<file path="config.mk">
export PLATFORM = sky130hd
export DESIGN_NAME = tdm_bchan_buffer
export DESIGN_NICKNAME = d
export VERILOG_FILES = /design/src/rtl/tdm_pkg.sv /design/src/rtl/tdm_slot_timer.sv /design/src/rtl/tdm_rx_path.sv /design/src/rtl/tdm_tx_path.sv /design/src/rtl/tdm_bchan_buffer.sv
export SDC_FILE = /design/constraint.sdc
export NUM_CORES = 1
export LEC_CHECK = 0
export BUFFER_PORTS_ARGS = -buffer_cell sky130_fd_sc_hd__buf_2
export CAP_MARGIN = 20
export CORE_MARGIN = 8
export CORE_UTILIZATION = 45
export CTS_BUF_LIST = sky130_fd_sc_hd__clkbuf_2 sky130_fd_sc_hd__clkbuf_4 sky130_fd_sc_hd__clkbuf_8
export DETAILED_ROUTE_END_ITERATION = 10
export GPL_TIMING_DRIVEN = 1
export PLACE_DENSITY = 0.7
export SYNTH_ARGS = -nofsm -noshare
export SYNTH_HDL_FRONTEND = slang
export SYNTH_SLANG_ARGS = --single-unit
</file>
<file path="constraint.sdc">
create_clock -name clk -period 2 [get_ports clk]
set_input_delay 0.4 -clock clk [delete_from_list [all_inputs] [get_ports clk]]
set_output_delay 0.4 -clock clk [all_outputs]
set_load 0.03 [all_outputs]
</file>
<file path="src/rtl/tdm_pkg.sv">
package tdm_pkg;
  typedef enum logic {
    ORDER_MSB_FIRST = 1'b0,
    ORDER_LSB_FIRST = 1'b1
  } bit_order_e;
endpackage

</file>
<file path="src/rtl/tdm_slot_timer.sv">
module tdm_slot_timer #(
  parameter int SLOT_BITS = 8,
  parameter int SLOTS     = 4,
  parameter int BIT_W     = $clog2(SLOT_BITS),
  parameter int FRM_W     = $clog2(SLOTS)
) (
  input  logic             clk,
  input  logic             rst_n,
  input  logic             bit_tick,
  input  logic             fsync,
  output logic             bit_valid,
  output logic [BIT_W-1:0] slot_idx,
  output logic [FRM_W-1:0] frame_cnt,
  output logic             last_bit,
  output logic             word_end
);
  localparam logic [BIT_W-1:0] LAST_IDX = BIT_W'(SLOT_BITS - 1);
  localparam logic [FRM_W-1:0] LAST_FRM = FRM_W'(SLOTS - 1);

  logic             active_q, active_d;
  logic [BIT_W-1:0] bit_cnt_q, bit_cnt_d;
  logic [FRM_W-1:0] frame_cnt_d;

  assign slot_idx  = fsync ? '0 : bit_cnt_q;
  assign bit_valid = bit_tick && (fsync || active_q);
  assign last_bit  = bit_valid && (slot_idx == LAST_IDX);
  assign word_end  = last_bit && (frame_cnt == LAST_FRM);

  always_comb begin
    active_d    = active_q;
    bit_cnt_d   = bit_cnt_q;
    frame_cnt_d = frame_cnt;
    if (bit_valid) begin
      if (last_bit) begin
        active_d    = 1'b0;
        bit_cnt_d   = '0;
        frame_cnt_d = (frame_cnt == LAST_FRM) ? '0 : frame_cnt + 1'b1;
      end else begin
        active_d  = 1'b1;
        bit_cnt_d = slot_idx + 1'b1;
      end
    end
  end

  always_ff @(posedge clk or negedge rst_n) begin
    if (!rst_n) begin
      active_q  <= 1'b0;
      bit_cnt_q <= '0;
      frame_cnt <= '0;
    end else if (bit_valid) begin
      active_q  <= active_d;
      bit_cnt_q <= bit_cnt_d;
      frame_cnt <= frame_cnt_d;
    end
  end

  AST_SLOT_ADVANCE: assert property (@(posedge clk) disable iff (!rst_n)
    (last_bit && frame_cnt != LAST_FRM) |=> (frame_cnt == $past(frame_cnt) + 1'b1));
  AST_IDLE_TICK_HOLDS_SLOT: assert property (@(posedge clk) disable iff (!rst_n)
    (bit_tick && !bit_valid) |=> $stable(frame_cnt));
endmodule

</file>
<file path="src/rtl/tdm_rx_path.sv">
module tdm_rx_path
  import tdm_pkg::*;
#(
  parameter int SLOT_BITS = 8,
  parameter int SLOTS     = 4,
  parameter int BIT_W     = $clog2(SLOT_BITS),
  parameter int FRM_W     = $clog2(SLOTS),
  parameter int WORD_W    = SLOT_BITS * SLOTS
) (
  input  logic              clk,
  input  logic              rst_n,
  input  logic              ser_in,
  input  bit_order_e        order,
  input  logic              bit_valid,
  input  logic [FRM_W-1:0]  frame_cnt,
  input  logic              last_bit,
  input  logic              word_end,
  output logic [WORD_W-1:0] rx_word
);
  logic [SLOT_BITS-1:0] shift_q, shift_d;
  logic [WORD_W-1:0]    pack_q, pack_d;

  always_comb begin
    if (order == ORDER_LSB_FIRST) shift_d = {ser_in, shift_q[SLOT_BITS-1:1]};
    else                          shift_d = {shift_q[SLOT_BITS-2:0], ser_in};
  end

  for (genvar l = 0; l < SLOTS; l++) begin : g_lane
    assign pack_d[WORD_W-1-l*SLOT_BITS -: SLOT_BITS] =
      (last_bit && frame_cnt == FRM_W'(l)) ? shift_d
                                           : pack_q[WORD_W-1-l*SLOT_BITS -: SLOT_BITS];
  end

  always_ff @(posedge clk or negedge rst_n) begin
    if (!rst_n) begin
      shift_q <= '1;
      pack_q  <= '1;
      rx_word <= '1;
    end else begin
      if (bit_valid) shift_q <= shift_d;
      if (last_bit)  pack_q  <= pack_d;
      if (word_end)  rx_word <= pack_d;
    end
  end

  AST_RX_WORD_HELD: assert property (@(posedge clk) disable iff (!rst_n)
    !word_end |=> $stable(rx_word));
endmodule

</file>
<file path="src/rtl/tdm_tx_path.sv">
module tdm_tx_path
  import tdm_pkg::*;
#(
  parameter int SLOT_BITS = 8,
  parameter int SLOTS     = 4,
  parameter int BIT_W     = $clog2(SLOT_BITS),
  parameter int FRM_W     = $clog2(SLOTS),
  parameter int WORD_W    = SLOT_BITS * SLOTS
) (
  input  logic              clk,
  input  logic              rst_n,
  input  logic              tx_wr,
  input  logic [WORD_W-1:0] tx_data,
  input  bit_order_e        order,
  input  logic              bit_tick,
  input  logic              bit_valid,
  input  logic [BIT_W-1:0]  slot_idx,
  input  logic [FRM_W-1:0]  frame_cnt,
  input  logic              word_end,
  output logic              ser_out
);
  localparam logic [BIT_W-1:0] LAST_IDX = BIT_W'(SLOT_BITS - 1);

  logic [WORD_W-1:0]    hold_q;
  logic [WORD_W-1:0]    shadow_q;
  logic [SLOT_BITS-1:0] lane_byte;
  logic [BIT_W-1:0]     pick;
  logic                 ser_d;

  always_comb begin
    lane_byte = '1;
    for (int l = 0; l < SLOTS; l++) begin
      if (frame_cnt == FRM_W'(l))
        lane_byte = shadow_q[WORD_W-1-l*SLOT_BITS -: SLOT_BITS];
    end
    pick  = (order == ORDER_LSB_FIRST) ? slot_idx : LAST_IDX - slot_idx;
    ser_d = bit_valid ? lane_byte[pick] : 1'b1;
  end

  always_ff @(posedge clk or negedge rst_n) begin
    if (!rst_n) begin
      hold_q   <= '1;
      shadow_q <= '1;
      ser_out  <= 1'b1;
    end else begin
      if (tx_wr)    hold_q   <= tx_data;
      if (word_end) shadow_q <= hold_q;
      if (bit_tick) ser_out  <= ser_d;
    end
  end

  AST_SHADOW_HELD: assert property (@(posedge clk) disable iff (!rst_n)
    !word_end |=> $stable(shadow_q));
  AST_IDLE_LINE_HIGH: assert property (@(posedge clk) disable iff (!rst_n)
    (bit_tick && !bit_valid) |=> ser_out);
endmodule

</file>
<file path="src/rtl/tdm_bchan_buffer.sv">
module tdm_bchan_buffer
  import tdm_pkg::*;
#(
  parameter int SLOT_BITS = 8,
  parameter int SLOTS     = 4
) (
  input  logic                         clk,
  input  logic                         rst_n,
  input  logic                         bit_tick,
  input  logic                         fsync,
  input  logic                         ser_in,
  input  logic                         lsb_first,
  input  logic                         tx_wr,
  input  logic [SLOT_BITS*SLOTS-1:0]   tx_data,
  input  logic                         flag_clr,
  output logic                         ser_out,
  output logic [SLOT_BITS*SLOTS-1:0]   rx_word,
  output logic                         irq,
  output logic                         irq_flag
);
  localparam int BIT_W  = $clog2(SLOT_BITS);
  localparam int FRM_W  = $clog2(SLOTS);
  localparam int WORD_W = SLOT_BITS * SLOTS;

  bit_order_e       order;
  logic             bit_valid, last_bit, word_end;
  logic [BIT_W-1:0] slot_idx;
  logic [FRM_W-1:0] frame_cnt;
  logic             flag_d;

  assign order = lsb_first ? ORDER_LSB_FIRST : ORDER_MSB_FIRST;

  tdm_slot_timer #(.SLOT_BITS(SLOT_BITS), .SLOTS(SLOTS), .BIT_W(BIT_W), .FRM_W(FRM_W)) u_timer (
    .clk(clk), .rst_n(rst_n), .bit_tick(bit_tick), .fsync(fsync),
    .bit_valid(bit_valid), .slot_idx(slot_idx), .frame_cnt(frame_cnt),
    .last_bit(last_bit), .word_end(word_end)
  );

  tdm_rx_path #(.SLOT_BITS(SLOT_BITS), .SLOTS(SLOTS), .BIT_W(BIT_W), .FRM_W(FRM_W),
                .WORD_W(WORD_W)) u_rx (
    .clk(clk), .rst_n(rst_n), .ser_in(ser_in), .order(order), .bit_valid(bit_valid),
    .frame_cnt(frame_cnt), .last_bit(last_bit), .word_end(word_end), .rx_word(rx_word)
  );

  tdm_tx_path #(.SLOT_BITS(SLOT_BITS), .SLOTS(SLOTS), .BIT_W(BIT_W), .FRM_W(FRM_W),
                .WORD_W(WORD_W)) u_tx (
    .clk(clk), .rst_n(rst_n), .tx_wr(tx_wr), .tx_data(tx_data), .order(order),
    .bit_tick(bit_tick), .bit_valid(bit_valid), .slot_idx(slot_idx),
    .frame_cnt(frame_cnt), .word_end(word_end), .ser_out(ser_out)
  );

  always_comb begin
    flag_d = irq_flag;
    if (flag_clr) flag_d = 1'b0;
    if (word_end) flag_d = 1'b1;
  end

  always_ff @(posedge clk or negedge rst_n) begin
    if (!rst_n) begin
      irq      <= 1'b0;
      irq_flag <= 1'b0;
    end else begin
      irq      <= word_end;
      irq_flag <= flag_d;
    end
  end

  AST_IRQ_SINGLE: assert property (@(posedge clk) disable iff (!rst_n)
    irq |=> !irq);
  AST_IRQ_SETS_FLAG: assert property (@(posedge clk) disable iff (!rst_n)
    irq |-> irq_flag);
  AST_FLAG_STICKY: assert property (@(posedge clk) disable iff (!rst_n)
    (irq_flag && !flag_clr && !word_end) |=> irq_flag);
  AST_IRQ_WITH_WORD: assert property (@(posedge clk) disable iff (!rst_n)
    (!irq && $past(irq)) |-> $stable(rx_word));
endmodule

</file>
==> results.toml <==
[detailed_routing]
drt-pass1-iter-count = 4
drt-initial-drc-count = 262
via_per_inst = 5.01
route.detailed.drc = 0
vias = 4102
ant_nets = 0
routedWlPerCell_microns = 16.2
wl_mm = 13.3

[sta]
period_needed_ps = 2000
hold_viol = 0
rsz0062_at_grt = "yes"
whs_ps = 149
slew-limit-headroom_pct = 70.5
setup_viol_count_final = 1
fmaxAchievable_ghz = 0.500
setup_ws_ps = -1.86
fin_skew_ps = 12.7
drv_slew = 0
finalCritPeriodShare_pct = 100
tightest_slew_ps = 443

[worst_hold_path]
hp-class = "input pin to async pin"

[die]
die_y_microns = 130
start_util_pct = 45.2
fp.dieW_microns = 130
std_cell_rows = 42
core_area_sq_um = 13000
io_pins = 75
fp.dieArea_sq_um = 17000

[clocking]
insertion_delay_ps = 440
clkSlewWorstSetupHoldPaths_ps = 80
clkSinkCount = 137
cts.htree.levels = 4
cts_tree = "done"
clk_path_buf_depth = 2
cts-buffers-inserted = 17
cts_root_buf = "clkbuf_8"

[critical_path]
slowest_stage = "dfrtp_1"
crit_top_cell = "buf_6"
path_class = "flip-flop to flip-flop"
rr_startpoint = "u_timer.frame_cnt[0]$_DFFE_PN0P_"
end_kind = "flip-flop"
reg2reg_depth = 9
path_cells = "buf_6, ha_4, buf_6, nor2b_1, o31ai_4, nand3_2, a211oi_2, o31ai_2, a41oi_2"
max_stage_delay_ps = 410
critPathMaxFanout = 7
cp-start-kind = "flip-flop"
cp_num_buf_inv = 2
arrival_ps = 2370
cp.depth = 9
cp_top_family = "compound AO/OA/AOI/OAI gates"
worstSetupStartpoint = "u_timer.frame_cnt[0]$_DFFE_PN0P_"
worstPathRequired_ps = 2370

[final_layout]
drive_gt1_share_pct = 60.7
area_growth_pct = 27.9
fill_cells = 1078
fin_area_sq_um = 7540
final_cells = 819
antennaDiodeCount = 0
final_nets = 676

[global_routing]
grt_overflow_total = 0
grt_pass1_wl_mm = 21.1
grt_usage_pct = 15.9
grt_pass1_vias = 4258
antenna_found_initial = 0
grt_max_degree = 65

[run_status]
outcome = "complete, but fails checks"
failed_checks = "setup timing"

[logic_synthesis]
synth_top_family_by_area = "simple AND/OR/NAND/NOR gates"
avgSynthCellArea_sq_um = 11.6
ys_seq_area_share_pct = 60.9
synth-main-ff-cell = "dfstp_2"
synth.distinct_cells = 31
syn_inst = 509
synthSimpleGateAreaFrac_pct = 14.4
synth_edf_count = 0
ys_ff_latch = 137
muxShareOfSynthArea_pct = 12.3
async_flop_share_pct = 100
synth_compound_area_share_pct = 7.35
synthXorXnorAreaFrac_pct = 0.552
synth-adder-area-share_pct = 1.27
synthesis.nets = 555
yosysWarnings = 0
syn_area_sq_um = 5890

[place]
place_area_sq_um = 6690
place_inst = 773
numPortBuffers = 74
gp_congestion = 0.738
hpwlAfterDp_mm = 8.80

[run]
drv_cap = 0

[power_and_ir_drop]
cellPowerDensity_nw_per_um2 = 823
vdd_drop_max_mv = 0.383
p_leak_nw = 3.31
[per-stage QoR]
step	TNS, ps	util (%)	worst slack, ps	power [mW]
after floorplan	0	-	28.9	3.36
after global placement	-4050	51.3	-186	3.66
after detailed placement	-7540	51.3	-286	3.69
after CTS	0	55.1	0.524	6.13
after global routing	-168	57.8	-105	6.45
final	-1.86	57.8	-1.86	6.20
[what timing repair did]
action,CTS,global route
hold buffers,0,0
resized for setup,5,47
buffers inserted,3,8
endpoints found under the setup margin,1,28
cloned,0,3
pin swaps,3,17
[kinds of logic after synthesis]
logic type | count (synthesis)
simple gates | 192
flops | 137
compound gates | 73
mux | 65
buf+inv | 34
fa+ha+maj | 6
xor+xnor | 2
[worst reg2reg max path: stages, from the launching register on]
cell	delay, ps
dfrtp_1	410
buf_6	140
ha_4	180
buf_6	130
nor2b_1	150
o31ai_4	220
nand3_2	130
a211oi_2	270
o31ai_2	110
a41oi_2	210
[cell type report]
class / instances / area [sq um] / area share (%)
clock inverter: 10 / 143 / 1.89
tap: 176 / 220 / 2.92
sequential: 137 / 3590 / 47.6
timing repair buffer: 130 / 920 / 12.2
inverter: 6 / 30.0 / 0.398
multi-input combinational: 338 / 2340 / 31.0
clock buffer: 22 / 297 / 3.93
[sequential cells by signal (all words and copies together) (netlist names)]
name,count
irq,1
u_rx.rx_word,32
u_rx.shift_q,8
u_timer.frame_cnt,2
u_tx.hold_q,32
irq_flag,1
u_timer.bit_cnt_q,3
u_timer.active_q,1
u_tx.ser_out,1
u_tx.shadow_q,32
u_rx.pack_q,24
[path summary, 6_finish.rpt]
| path | endpoint | slack, ps |
|---|---|---|
| setup reg to reg | u_tx.ser_out$_DFFE_PN1P_ | -2 |
| hold / removal | u_tx.hold_q[15]$_DFFE_PN1P_ | 150 |
| hold reg to reg | u_tx.shadow_q[18]$_DFFE_PN1P_ | 450 |
| setup / recovery | u_tx.ser_out$_DFFE_PN1P_ | -2 |
| min in group clk | u_tx.hold_q[3]$_DFFE_PN1P_ | 190 |
| max in group asynchronous | u_rx.rx_word[24]$_DFFE_PN1P_ | 1430 |
[layout by cell type, fill, tap and decap left out, drive strengths merged]
cell	n
a211oi	4
a21oi	12
a41oi	1
buf	127
bufinv	3
clkbuf	25
clkinv	3
clkinvlp	4
dfrtp	8
dfstp	129
ha	6
inv	6
mux2	57
mux2i	8
nand2	149
nand2b	9
nand3	11
nor2	5
nor2b	10
nor3b	8
o21a	8
o21ai	39
o31ai	9
xnor2	1
xor2	1
[report_power, final]
group	internal [mW]	switching [mW]
sequential	2.97	0.0699
combinational	0.343	0.384
clock	1.38	1.05
[Yosys cell counts (6+ instances only)]
master,number,area (sq um)
nor2b_1,9,56.3
clkbuf_1,6,22.5
nand2b_1,9,56.3
nand3_1,11,55.1
mux2_2,57,642
mux2i_1,8,80.1
ha_1,6,75.1
o21ai_0,33,165
o31ai_1,9,67.6
buf_2,6,30.0
o21a_1,8,60.1
nand2_1,145,544
a21oi_1,12,60.1
dfrtp_1,8,200
nor3b_1,8,60.1
dfstp_2,129,3390
buf_4,10,75.1
[metal layers]
layer | GRT usage (%) | wire (microns) | up-vias
met1 | 20.2 | 5730 | 2046
met5 | 0 | 0 | -
li1 | - | - | 1936
met3 | 4.18 | 663 | 16
met2 | 25.9 | 6710 | 104
met4 | 5.74 | 201 | 0
No activity file was read; power rests on OpenSTA's default activity.
